===== src/rtl/mpx_pkg.sv =====
package mpx_pkg;

    localparam int ADDR_W   = 32;
    localparam int BASE_LSB = 5;
    localparam int BASE_W   = ADDR_W - BASE_LSB;
    localparam int MIN_SIZE = 4;

    typedef enum logic [1:0] {
        ACC_READ  = 2'd0,
        ACC_WRITE = 2'd1,
        ACC_FETCH = 2'd2,
        ACC_OTHER = 2'd3
    } acc_kind_e;

    typedef enum logic [2:0] {
        CAUSE_NONE      = 3'd0,
        CAUSE_NO_HIT    = 3'd1,
        CAUSE_PERM      = 3'd2,
        CAUSE_REGION_XN = 3'd3,
        CAUSE_DEVICE_XN = 3'd4
    } cause_e;

    typedef enum logic [1:0] {
        CFG_CTRL = 2'd0,
        CFG_BASE = 2'd1,
        CFG_ATTR = 2'd2,
        CFG_NONE = 2'd3
    } cfg_sel_e;

    // Field order matches control bits 2:0
    typedef struct packed {
        logic privdef;
        logic hipri_keep;
        logic enable;
    } ctrl_t;

    typedef struct packed {
        logic [BASE_W-1:0] base;
        logic [4:0]        size;
        logic [2:0]        ap;
        logic              xn;
        logic              en;
    } region_t;

    // Bits that take part in the address compare for a given size code
    function automatic logic [ADDR_W-1:0] region_mask(input logic [4:0] size);
        logic [4:0]        eff;
        logic [ADDR_W-1:0] m;
        eff = (size < 5'(MIN_SIZE)) ? 5'(MIN_SIZE) : size;
        for (int i = 0; i < ADDR_W; i++) begin
            m[i] = (i > int'(eff));
        end
        return m;
    endfunction

    // Physically device-type ranges: never executable
    function automatic logic is_device(input logic [ADDR_W-1:0] a);
        return (a[31:29] == 3'b010) || (a >= 32'hA000_0000);
    endfunction

    function automatic logic ap_read_ok(input logic [2:0] ap, input logic priv);
        case (ap)
            3'd1, 3'd5: return priv;
            3'd2, 3'd3, 3'd6, 3'd7: return 1'b1;
            default: return 1'b0;
        endcase
    endfunction

    function automatic logic ap_write_ok(input logic [2:0] ap, input logic priv);
        case (ap)
            3'd1, 3'd2: return priv;
            3'd3: return 1'b1;
            default: return 1'b0;
        endcase
    endfunction

endpackage


===== src/rtl/mpx_cfg_regs.sv =====
module mpx_cfg_regs
    import mpx_pkg::*;
#(
    parameter int NREG = 8
) (
    input  logic                  clk,
    input  logic                  rst,
    input  logic                  cfg_we,
    input  logic [1:0]            cfg_addr,
    input  logic [31:0]           cfg_wdata,
    output ctrl_t                 ctrl,
    output region_t [NREG-1:0]    regions
);
    localparam int SEL_W = $clog2(NREG);

    logic [SEL_W-1:0] sel_q;
    logic [SEL_W-1:0] base_tgt;
    cfg_sel_e         which;

    assign which    = cfg_sel_e'(cfg_addr);
    assign base_tgt = cfg_wdata[4] ? cfg_wdata[SEL_W-1:0] : sel_q;

    always_ff @(posedge clk) begin
        if (rst) begin
            ctrl    <= '0;
            sel_q   <= '0;
            regions <= '0;
        end else if (cfg_we) begin
            case (which)
                CFG_CTRL: ctrl <= ctrl_t'(cfg_wdata[2:0]);
                CFG_BASE: begin
                    if (cfg_wdata[4]) sel_q <= cfg_wdata[SEL_W-1:0];
                    regions[base_tgt].base <= cfg_wdata[31:BASE_LSB];
                end
                CFG_ATTR: begin
                    regions[sel_q].en   <= cfg_wdata[0];
                    regions[sel_q].size <= cfg_wdata[5:1];
                    regions[sel_q].ap   <= cfg_wdata[26:24];
                    regions[sel_q].xn   <= cfg_wdata[28];
                end
                default: ;
            endcase
        end
    end

    assert_attr_enable_R4: assert property (@(posedge clk) disable iff (rst)
        (cfg_we && which == CFG_ATTR) |=> (regions[$past(sel_q)].en == $past(cfg_wdata[0])));

    assert_none_slot_R4: assert property (@(posedge clk) disable iff (rst)
        (cfg_we && which == CFG_NONE) |=> ($stable(ctrl) && $stable(sel_q)));

endmodule


===== src/rtl/mpx_region_hit.sv =====
module mpx_region_hit
    import mpx_pkg::*;
#(
    parameter int NREG = 8
) (
    input  logic [ADDR_W-1:0]     addr,
    input  region_t [NREG-1:0]    regions,
    output logic                  any_hit,
    output logic [2:0]            win_ap,
    output logic                  win_xn
);
    localparam int SEL_W = $clog2(NREG);

    logic [NREG-1:0]  hit;
    logic [SEL_W-1:0] win_idx;

    for (genvar g = 0; g < NREG; g++) begin : g_match
        logic [ADDR_W-1:0] base_full;
        assign base_full = {regions[g].base, {BASE_LSB{1'b0}}};
        assign hit[g] = regions[g].en &&
                        (((addr ^ base_full) & region_mask(regions[g].size)) == '0);
    end

    // Highest-numbered matching region wins
    always_comb begin
        any_hit = 1'b0;
        win_idx = '0;
        for (int i = 0; i < NREG; i++) begin
            if (hit[i]) begin
                any_hit = 1'b1;
                win_idx = SEL_W'(i);
            end
        end
    end

    assign win_ap = regions[win_idx].ap;
    assign win_xn = regions[win_idx].xn;

endmodule


===== src/rtl/mpx_verdict.sv =====
module mpx_verdict
    import mpx_pkg::*;
(
    input  logic              clk,
    input  logic              rst,
    input  ctrl_t             ctrl,
    input  logic              acc_valid,
    input  logic [ADDR_W-1:0] acc_addr,
    input  logic [1:0]        acc_kind,
    input  logic              acc_priv,
    input  logic              acc_hipri,
    input  logic              any_hit,
    input  logic [2:0]        win_ap,
    input  logic              win_xn,
    output logic              res_valid,
    output logic              res_fault,
    output logic [2:0]        res_cause
);
    acc_kind_e kind;
    cause_e    map_cause;
    cause_e    cause;
    logic      prot_on;
    logic      is_fetch;
    logic      is_write;
    logic      dev;
    logic      perm_ok;

    assign kind     = acc_kind_e'(acc_kind);
    assign is_fetch = (kind == ACC_FETCH);
    assign is_write = (kind == ACC_WRITE);
    assign dev      = is_device(acc_addr);
    assign prot_on  = ctrl.enable && (!acc_hipri || ctrl.hipri_keep);
    assign perm_ok  = is_write ? ap_write_ok(win_ap, acc_priv) : ap_read_ok(win_ap, acc_priv);

    always_comb begin
        map_cause = (is_fetch && dev) ? CAUSE_DEVICE_XN : CAUSE_NONE;
        if (!prot_on) begin
            cause = map_cause;
        end else if (!any_hit) begin
            cause = (ctrl.privdef && acc_priv) ? map_cause : CAUSE_NO_HIT;
        end else if (!perm_ok) begin
            cause = CAUSE_PERM;
        end else if (is_fetch && win_xn) begin
            cause = CAUSE_REGION_XN;
        end else if (is_fetch && dev) begin
            cause = CAUSE_DEVICE_XN;
        end else begin
            cause = CAUSE_NONE;
        end
    end

    always_ff @(posedge clk) begin
        if (rst) begin
            res_valid <= 1'b0;
            res_fault <= 1'b0;
            res_cause <= CAUSE_NONE;
        end else begin
            res_valid <= acc_valid;
            res_fault <= acc_valid && (cause != CAUSE_NONE);
            res_cause <= acc_valid ? cause : CAUSE_NONE;
        end
    end

    assert_result_follows_R2: assert property (@(posedge clk) disable iff (rst)
        acc_valid |=> res_valid);

    assert_idle_quiet_R2: assert property (@(posedge clk) disable iff (rst)
        !acc_valid |=> (!res_valid && !res_fault && res_cause == 3'd0));

    assert_xn_fetch_only_R9: assert property (@(posedge clk) disable iff (rst)
        (acc_valid && !is_fetch) |=> (res_cause != 3'd3 && res_cause != 3'd4));

    assert_device_fetch_R10: assert property (@(posedge clk) disable iff (rst)
        (acc_valid && is_fetch && dev) |=> res_fault);

    assert_prot_off_R3: assert property (@(posedge clk) disable iff (rst)
        (acc_valid && !ctrl.enable && !is_fetch) |=> !res_fault);

    assert_no_hit_R7: assert property (@(posedge clk) disable iff (rst)
        (acc_valid && prot_on && !any_hit && !(ctrl.privdef && acc_priv)) |=> (res_cause == 3'd1));

endmodule


===== src/rtl/mpx_guard.sv =====
module mpx_guard
    import mpx_pkg::*;
#(
    parameter int NREG = 8
) (
    input  logic        clk,
    input  logic        rst,
    input  logic        cfg_we,
    input  logic [1:0]  cfg_addr,
    input  logic [31:0] cfg_wdata,
    input  logic        acc_valid,
    input  logic [31:0] acc_addr,
    input  logic [1:0]  acc_kind,
    input  logic        acc_priv,
    input  logic        acc_hipri,
    output logic        res_valid,
    output logic        res_fault,
    output logic [2:0]  res_cause
);
    ctrl_t              ctrl;
    region_t [NREG-1:0] regions;
    logic               any_hit;
    logic [2:0]         win_ap;
    logic               win_xn;

    mpx_cfg_regs #(.NREG(NREG)) u_regs (
        .clk       (clk),
        .rst       (rst),
        .cfg_we    (cfg_we),
        .cfg_addr  (cfg_addr),
        .cfg_wdata (cfg_wdata),
        .ctrl      (ctrl),
        .regions   (regions)
    );

    mpx_region_hit #(.NREG(NREG)) u_hit (
        .addr    (acc_addr),
        .regions (regions),
        .any_hit (any_hit),
        .win_ap  (win_ap),
        .win_xn  (win_xn)
    );

    mpx_verdict u_verdict (
        .clk       (clk),
        .rst       (rst),
        .ctrl      (ctrl),
        .acc_valid (acc_valid),
        .acc_addr  (acc_addr),
        .acc_kind  (acc_kind),
        .acc_priv  (acc_priv),
        .acc_hipri (acc_hipri),
        .any_hit   (any_hit),
        .win_ap    (win_ap),
        .win_xn    (win_xn),
        .res_valid (res_valid),
        .res_fault (res_fault),
        .res_cause (res_cause)
    );

    assert_fault_matches_cause_R2: assert property (@(posedge clk) disable iff (rst)
        res_fault == (res_cause != 3'd0));

endmodule


===== config.mk =====
export PLATFORM = sky130hd
export DESIGN_NAME = mpx_guard
export DESIGN_NICKNAME = d
export VERILOG_FILES = /design/src/rtl/mpx_pkg.sv /design/src/rtl/mpx_cfg_regs.sv /design/src/rtl/mpx_region_hit.sv /design/src/rtl/mpx_verdict.sv /design/src/rtl/mpx_guard.sv
export SDC_FILE = /design/constraint.sdc
export NUM_CORES = 1
export LEC_CHECK = 0
export ABC_CLOCK_PERIOD_IN_PS = 3850
export BUFFER_PORTS_ARGS = -buffer_cell sky130_fd_sc_hd__buf_2
export CORE_MARGIN = 2
export CORE_UTILIZATION = 35
export CTS_CLUSTER_DIAMETER = 30
export DETAILED_ROUTE_END_ITERATION = 10
export GPL_TIMING_DRIVEN = 1
export PLACE_DENSITY = 0.64
export SYNTH_ARGS = -nofsm -noshare
export SYNTH_HDL_FRONTEND = slang
export SYNTH_SLANG_ARGS = --single-unit

===== constraint.sdc =====
create_clock -name clk -period 3.85 [get_ports clk]
set_input_delay 0.5775 -clock clk [delete_from_list [all_inputs] [get_ports clk]]
set_output_delay 0.5775 -clock clk [all_outputs]
set_load 0.02 [all_outputs]

==> impl_metrics.env, run 1 <==
export IMPL_status="complete, no violations"
export IMPL_combPwrFrac=0.068
export IMPL_netlist_area_mm2=0.01608
export IMPL_seq_power_share=0.304
export IMPL_critPathMaxStageDelay_ps=530
export IMPL_fin_ws_ps=203.5
export IMPL_syn_area_per_cell_um2=7.725
export IMPL_tightest_slew_ps=763.4
export IMPL_wl_um=58510
export IMPL_synth_nets=2159
export IMPL_yosysWarnings=0
export IMPL_hold_violations=0
export IMPL_p_sw_frac=0.2360
export IMPL_place_congestion=0.9311
export IMPL_ys_seq_area_frac=0.3821
export IMPL_grt_max_degree=102
export IMPL_drt_antenna_violating_nets=0
export IMPL_endpoint_kind="flop"
export IMPL_wire_per_inst_um=20.38
export IMPL_grt_pass1_vias=14730
export IMPL_worstPathRequired_ps=4340
export IMPL_synth_seq_cells=307
export IMPL_finalNetCount=2290
export IMPL_insertedDiodeCount=0
export IMPL_hold_slack_ps=309.1
export IMPL_worstPathArrival_ps=4130
export IMPL_grt_pass1_wl_um=88450
export IMPL_path_max_fanout=15
export IMPL_dieWidth_um=218.4
export IMPL_holdBufCountCts=0
export IMPL_cts_root_buf="clkbuf_16"
export IMPL_cts_buffer_depth=3
export IMPL_intPower_uw=8154
export IMPL_cts_buffers=79
export IMPL_crit_type="flop to flop"
export IMPL_peakVddDrop_mv=0.4107
export IMPL_yosysTopAreaCell="dfxtp_1"
export IMPL_ios=79
export IMPL_start_util=0.3544
export IMPL_clock_latency_ps=600
export IMPL_hold_class="input port to flop"
export IMPL_gr_total_overflow=0
export IMPL_cts_tree="built"
export IMPL_worst_path_most_repeated_cell="o21ai_0"
export IMPL_grt_setup_unrepaired="false"
export IMPL_path_clk_slew_ps=40
export IMPL_startpoint_type="flop"
export IMPL_place_ws_ps=-231.4
export IMPL_timing_fmax_ghz=0.2742
export IMPL_cp_cell_sequence="nor3b_1, a41oi_1, o21ai_0, o2111ai_1, or3_1, a2bb2oi_4, a21oi_4, mux2_4, o21ai_0, nand4_1, nand2b_1, a211oi_1"
export IMPL_fin_crit_sh=0.9471
export IMPL_netlist_instances=2082
export IMPL_synthArstFlopShare=0
export IMPL_dieHeight_um=218.4
export IMPL_placement_rows=78
export IMPL_final_max_slew_viol_count=0
export IMPL_power_leakage_uw=0.007602
export IMPL_final_core_util=0.4513
export IMPL_synth_edf_count=0
export IMPL_vias=15490
export IMPL_totalPowerFinal_uw=10670
export IMPL_synth_distinct_cells=79
export IMPL_cts_max_level=3
export IMPL_slew_headroom=0.4911
export IMPL_setup_viol=0
export IMPL_drt_iter0_markers=1535
export IMPL_viasPerCell=5.394
export IMPL_core_mm2=0.04538
export IMPL_synth_top_area_frac=0.3821
export IMPL_cts_setup_buffers=0
export IMPL_io_buffers=73
export IMPL_antenna_found_initial=1
export IMPL_grt_use_total=0.2430
export IMPL_dieArea_mm2=0.04768
export IMPL_min_period_ps=3647
export IMPL_reg2reg_setup_slack_ps=200
export IMPL_synth_top_flop_cell="dfxtp_1"
export IMPL_numClockSinks=307
export IMPL_drive_above_1_share=0.1863
export IMPL_synth_area_leaders="dfxtp_1 38%, nand2_1 12%, a21oi_1 9.0%"
export IMPL_max_cap_violations=0
export IMPL_power_share_clock=0.628
export IMPL_dpl_hpwl_um=40480
export IMPL_dr_pass1_iters=6
export IMPL_fin_skew_ps=30.52
export IMPL_switchingPower_uw=2518
export IMPL_p_per_area_mw_per_mm2=521.1
export IMPL_crit_slowest_cell="or3_1"
export IMPL_num_fill_cells=4429
export IMPL_drc=0
export IMPL_syn2layout_area_growth_pct=27.35
per-layer routing:
metal,wire length (um),up-vias,share of wire,track usage
met4,2403,2,0.041,0.1061
met2,25760,695,0.44,0.3770
met3,4522,140,0.077,0.04342
met1,25800,7364,0.44,0.3291
met5,11,-,0.00019,0
li1,-,7286,-,-
sequential cells by signal (all words and copies together), names as in the netlist:
| signal | count |
|---|---|
| u_regs.regions | 296 |
| u_verdict.res_cause | 3 |
| u_regs.ctrl | 3 |
| u_verdict.res_fault | 1 |
| u_regs.sel_q | 3 |
| u_verdict.res_valid | 1 |
power by group through the flow:
stage	Sequential [uW]	Combinational (uW)	Clock, uW
floorplan	3300	393	0
global placement	3300	699	0
detailed placement	3300	704	0
CTS	3250	709	6750
global route	3250	758	6920
finish	3250	722	6700
cells by family after synthesis:
logic type               Yosys count  synth area share
AO/OA/AOI/OAI                    510            0.1906
XOR/XNOR                         216            0.1195
adder cells (fa/ha/maj)            6          0.004201
buffers and inverters            216           0.06123
flip-flops                       307            0.3821
multiplexers                      84           0.05337
AND/OR/NAND/NOR                  743            0.1890
per-stage QoR:
step	TNS (ps)	instance area (um2)	std cells
floorplan	0	16080	2082
global placement	-626.8	17740	2732
detailed placement	-654.2	17740	2732
CTS	0	20450	2871
global route	0	20480	2871
finish	0	20480	2871
timing repair:
item                                    4_1_cts  5_1_grt
endpoints found under the setup margin        0        4
resized for setup                             0       12
endpoints found under the hold margin         0        0
cells in the final DEF, fill, tap and decap left out, types with 6 or more instances in the layout:
cell / synthesis / routed
a211oi_1: 12 / 12
a21o_1: 7 / 7
a21oi_1: 290 / 290
a221oi_1: 7 / 7
a22oi_1: 9 / 9
a31oi_1: 19 / 19
a41oi_1: 9 / 9
buf_12: 0 / 12
buf_2: 34 / 72
buf_4: 9 / 153
bufinv_16: 0 / 10
clkbuf_1: 116 / 11
clkbuf_16: 0 / 79
clkbuf_8: 0 / 14
clkinv_2: 0 / 12
dfxtp_1: 307 / 300
dfxtp_2: 0 / 7
inv_1: 28 / 28
mux2_2: 6 / 6
mux2i_1: 76 / 76
nand2_1: 500 / 500
nand2b_1: 9 / 8
nand3_1: 27 / 27
nand4_1: 10 / 10
nor2_1: 132 / 124
nor2_2: 0 / 8
nor3_1: 17 / 17
o211ai_1: 12 / 12
o21a_1: 6 / 6
o21ai_0: 62 / 62
o22ai_1: 15 / 15
o31ai_1: 10 / 9
or2_2: 11 / 11
or3_1: 12 / 12
xnor2_1: 116 / 116
xor2_1: 96 / 96
layout make-up:
class	instances	area (um2)	share of cell area
repair buffers	238	1764	0.08613
clock inverters	35	505.5	0.02468
well taps	600	750.7	0.03665
inverters	28	105.1	0.005131
multi-input cells	1559	8991	0.4390
clock buffers	104	2211	0.1079
flip-flops and latches	307	6155	0.3005
final timing paths:
check,start,endpoint,cells past startpoint
worst max-delay path,u_regs.regions[156],u_verdict.res_cause[0],12
worst min-delay path,acc_valid,u_verdict.res_valid,3
worst max register to register,u_regs.regions[156],u_verdict.res_cause[0],12
worst min register to register,u_regs.regions[41],u_regs.regions[41],2
critical path: cells and delay by family (launching register included):
kind | cells | cell delay (ps)
DFF | 1 | 480
and+or+nand+nor | 4 | 1260
AOI/OAI and AO/OA | 7 | 1470
muxes | 1 | 320
synthesized netlist by cell type, types with 3 or more instances:
library cell / n
a21o_1: 7
o221a_2: 3
a211oi_1: 12
a41oi_1: 9
o2111ai_1: 5
buf_1: 3
mux2i_1: 76
o31ai_1: 10
nand4b_1: 3
maj3_1: 3
a32oi_1: 4
ha_1: 3
buf_2: 34
clkbuf_1: 116
buf_6: 10
o31a_1: 4
nor2_1: 132
inv_1: 28
a21oi_1: 290
o21ai_0: 62
and3_1: 3
xnor2_1: 116
o21a_1: 6
nand4_1: 10
and2_1: 6
o22ai_1: 15
nand2_1: 500
xor2_1: 96
a221oi_1: 7
clkbuf_2: 15
a311oi_1: 5
or3_1: 12
a31oi_1: 19
dfxtp_1: 307
o211ai_1: 12
o32ai_1: 3
or2_2: 11
buf_4: 9
nor3_1: 17
nand2b_1: 9
nand3_1: 27
mux2_2: 6
a22oi_1: 9
Power figures use the tool's default switching activity.
==> run 2: changes to the inputs <==
--- a/config.mk
+++ b/config.mk
@@ -13,6 +13,7 @@
 export DETAILED_ROUTE_END_ITERATION = 10
 export GPL_TIMING_DRIVEN = 1
 export PLACE_DENSITY = 0.64
+export RECOVER_POWER = 100
 export SYNTH_ARGS = -nofsm -noshare
 export SYNTH_HDL_FRONTEND = slang
 export SYNTH_SLANG_ARGS = --single-unit
==> impl_metrics.env, run 2 (synthesis gave the netlist of run 1 again) <==
export IMPL_status="finished, violations left"
export IMPL_violations="capacitance limit, slew limit"
export IMPL_path_max_fanout=6
export IMPL_dr_pass1_iters=6
export IMPL_regMostFlops="u_regs.regions"
export IMPL_grt_use_total=0.2430
export IMPL_wire_per_inst_um=20.37
export IMPL_final_cell_mix="501 x nand2_1, 300 x dfxtp_1, 290 x a21oi_1"
export IMPL_drt_antenna_violating_nets=0
export IMPL_placement_rows=78
export IMPL_drive_above_1_share=0.1788
export IMPL_slew_headroom=-0.5576
export IMPL_endpoint="u_verdict.res_fault"
export IMPL_p_per_area_mw_per_mm2=522.1
export IMPL_worstPathRequired_ps=4310
export IMPL_antenna_found_initial=1
export IMPL_insertedDiodeCount=0
export IMPL_io_buffers=73
export IMPL_start_util=0.3544
export IMPL_hold_slack_ps=308.9
export IMPL_grt_max_degree=102
export IMPL_crit_start="u_regs.regions[116]"
export IMPL_wl_um=58470
export IMPL_num_fill_cells=4440
export IMPL_reg2reg_depth=13
export IMPL_holdBufCountCts=0
export IMPL_drt_iter0_markers=1571
export IMPL_max_cap_violations=8
export IMPL_vias=15530
export IMPL_r2r_end="u_verdict.res_fault"
export IMPL_path_clk_slew_ps=40
export IMPL_dieWidth_um=218.4
export IMPL_final_common_cell="nand2_1"
export IMPL_dpl_hpwl_um=40480
export IMPL_startpoint_type="flop"
export IMPL_dieArea_mm2=0.04768
export IMPL_hold_violations=0
export IMPL_syn2layout_area_growth_pct=27.04
export IMPL_tightest_slew_ps=2336
export IMPL_cts_tree="built"
export IMPL_grt_pass1_vias=14730
export IMPL_dieHeight_um=218.4
export IMPL_gr_total_overflow=0
export IMPL_hold_depth=3
export IMPL_grt_pass1_wl_um=88450
export IMPL_dp_cells=2732
export IMPL_r2r_start="u_regs.regions[116]"
export IMPL_core_mm2=0.04538
export IMPL_cts_buffer_depth=3
export IMPL_endpoint_kind="flop"
export IMPL_peakVddDrop_mv=0.4109
export IMPL_finalNonFillerCells=2871
export IMPL_fin_skew_ps=24.45
export IMPL_place_congestion=0.9311
export IMPL_power_leakage_uw=0.007552
export IMPL_hold_class="input port to flop"
export IMPL_reg2reg_setup_slack_ps=190
export IMPL_final_max_slew_viol_count=270
export IMPL_cts_root_buf="clkbuf_16"
export IMPL_clock_latency_ps=590
export IMPL_grt_setup_unrepaired="false"
export IMPL_dpl_cell_area_mm2=0.01774
export IMPL_min_period_ps=3655
export IMPL_crit_type="flop to flop"
export IMPL_numClockSinks=307
export IMPL_viasPerCell=5.410
export IMPL_largest_register_ffs=296
export IMPL_fin_crit_sh=0.9494
export IMPL_timing_fmax_ghz=0.2736
export IMPL_final_core_util=0.4502
export IMPL_setup_viol=0
export IMPL_cts_max_level=3
export IMPL_worstPathArrival_ps=4110
export IMPL_design_area_mm2=0.02043
export IMPL_ios=79
export IMPL_drc=0
export IMPL_cts_buffers=79
export IMPL_finalNetCount=2290
## run 2: metrics by stage
step                power (uW)  setup WS [ps]  TNS (ps)
floorplan                 3688          234.9         0
global placement          3999         -210.1    -626.8
detailed placement        4005         -231.4    -654.2
CTS                      10710          74.22         0
global route             10920          5.228         0
finish                   10670          194.9         0
## run 2: power breakdown
| group | switching [uW] | internal (uW) | total, uW |
|---|---|---|---|
| clock network | 2030 | 4680 | 6700 |
| registers | 23.7 | 3220 | 3250 |
| logic | 468 | 250 | 718 |
| total | 2520 | 8150 | 10700 |
## run 2: layout make-up
type / count / area, um2 / area share
inverter: 28 / 105.1 / 0.005144
timing repair buffer: 238 / 1717 / 0.08402
multi-input combinational: 1559 / 8989 / 0.4399
sequential: 307 / 6155 / 0.3012
clock buffer: 104 / 2211 / 0.1082
tap: 600 / 750.7 / 0.03674
clock inverter: 35 / 505.5 / 0.02474
## run 2: worst min-delay path by stage
stage                       startpoint                   to
floorplan               u_regs.ctrl[0]       u_regs.ctrl[0]
global placement        u_regs.ctrl[0]       u_regs.ctrl[0]
detailed placement  u_regs.regions[41]   u_regs.regions[41]
CTS                          acc_valid  u_verdict.res_valid
global route                 acc_valid  u_verdict.res_valid
finish                       acc_valid  u_verdict.res_valid
## run 2: timing repair
action,4_1_cts,5_1_grt
resized for setup,0,12
setup endpoints to repair,0,4
setup buffers,0,0
## run 2: per-layer routing
metal	GRT usage	vias to the layer above	part of all wire
met5	0	-	0.00019
met4	0.1061	2	0.041
met3	0.04342	153	0.077
met2	0.3770	689	0.44
met1	0.3291	7389	0.44
li1	-	7298	-
## run 2: critical path, cell delays in order, from the launching register on
cell      delay (ps)
dfxtp_1          380
nand2_1          150
o31a_1           270
a311oi_1         340
a41oi_1          170
or4_4            600
a21bo_2          270
nand2_1          130
nand2b_2         170
mux2_2           350
mux2i_1          160
o22ai_1          130
o31ai_2          290
a21oi_1          110
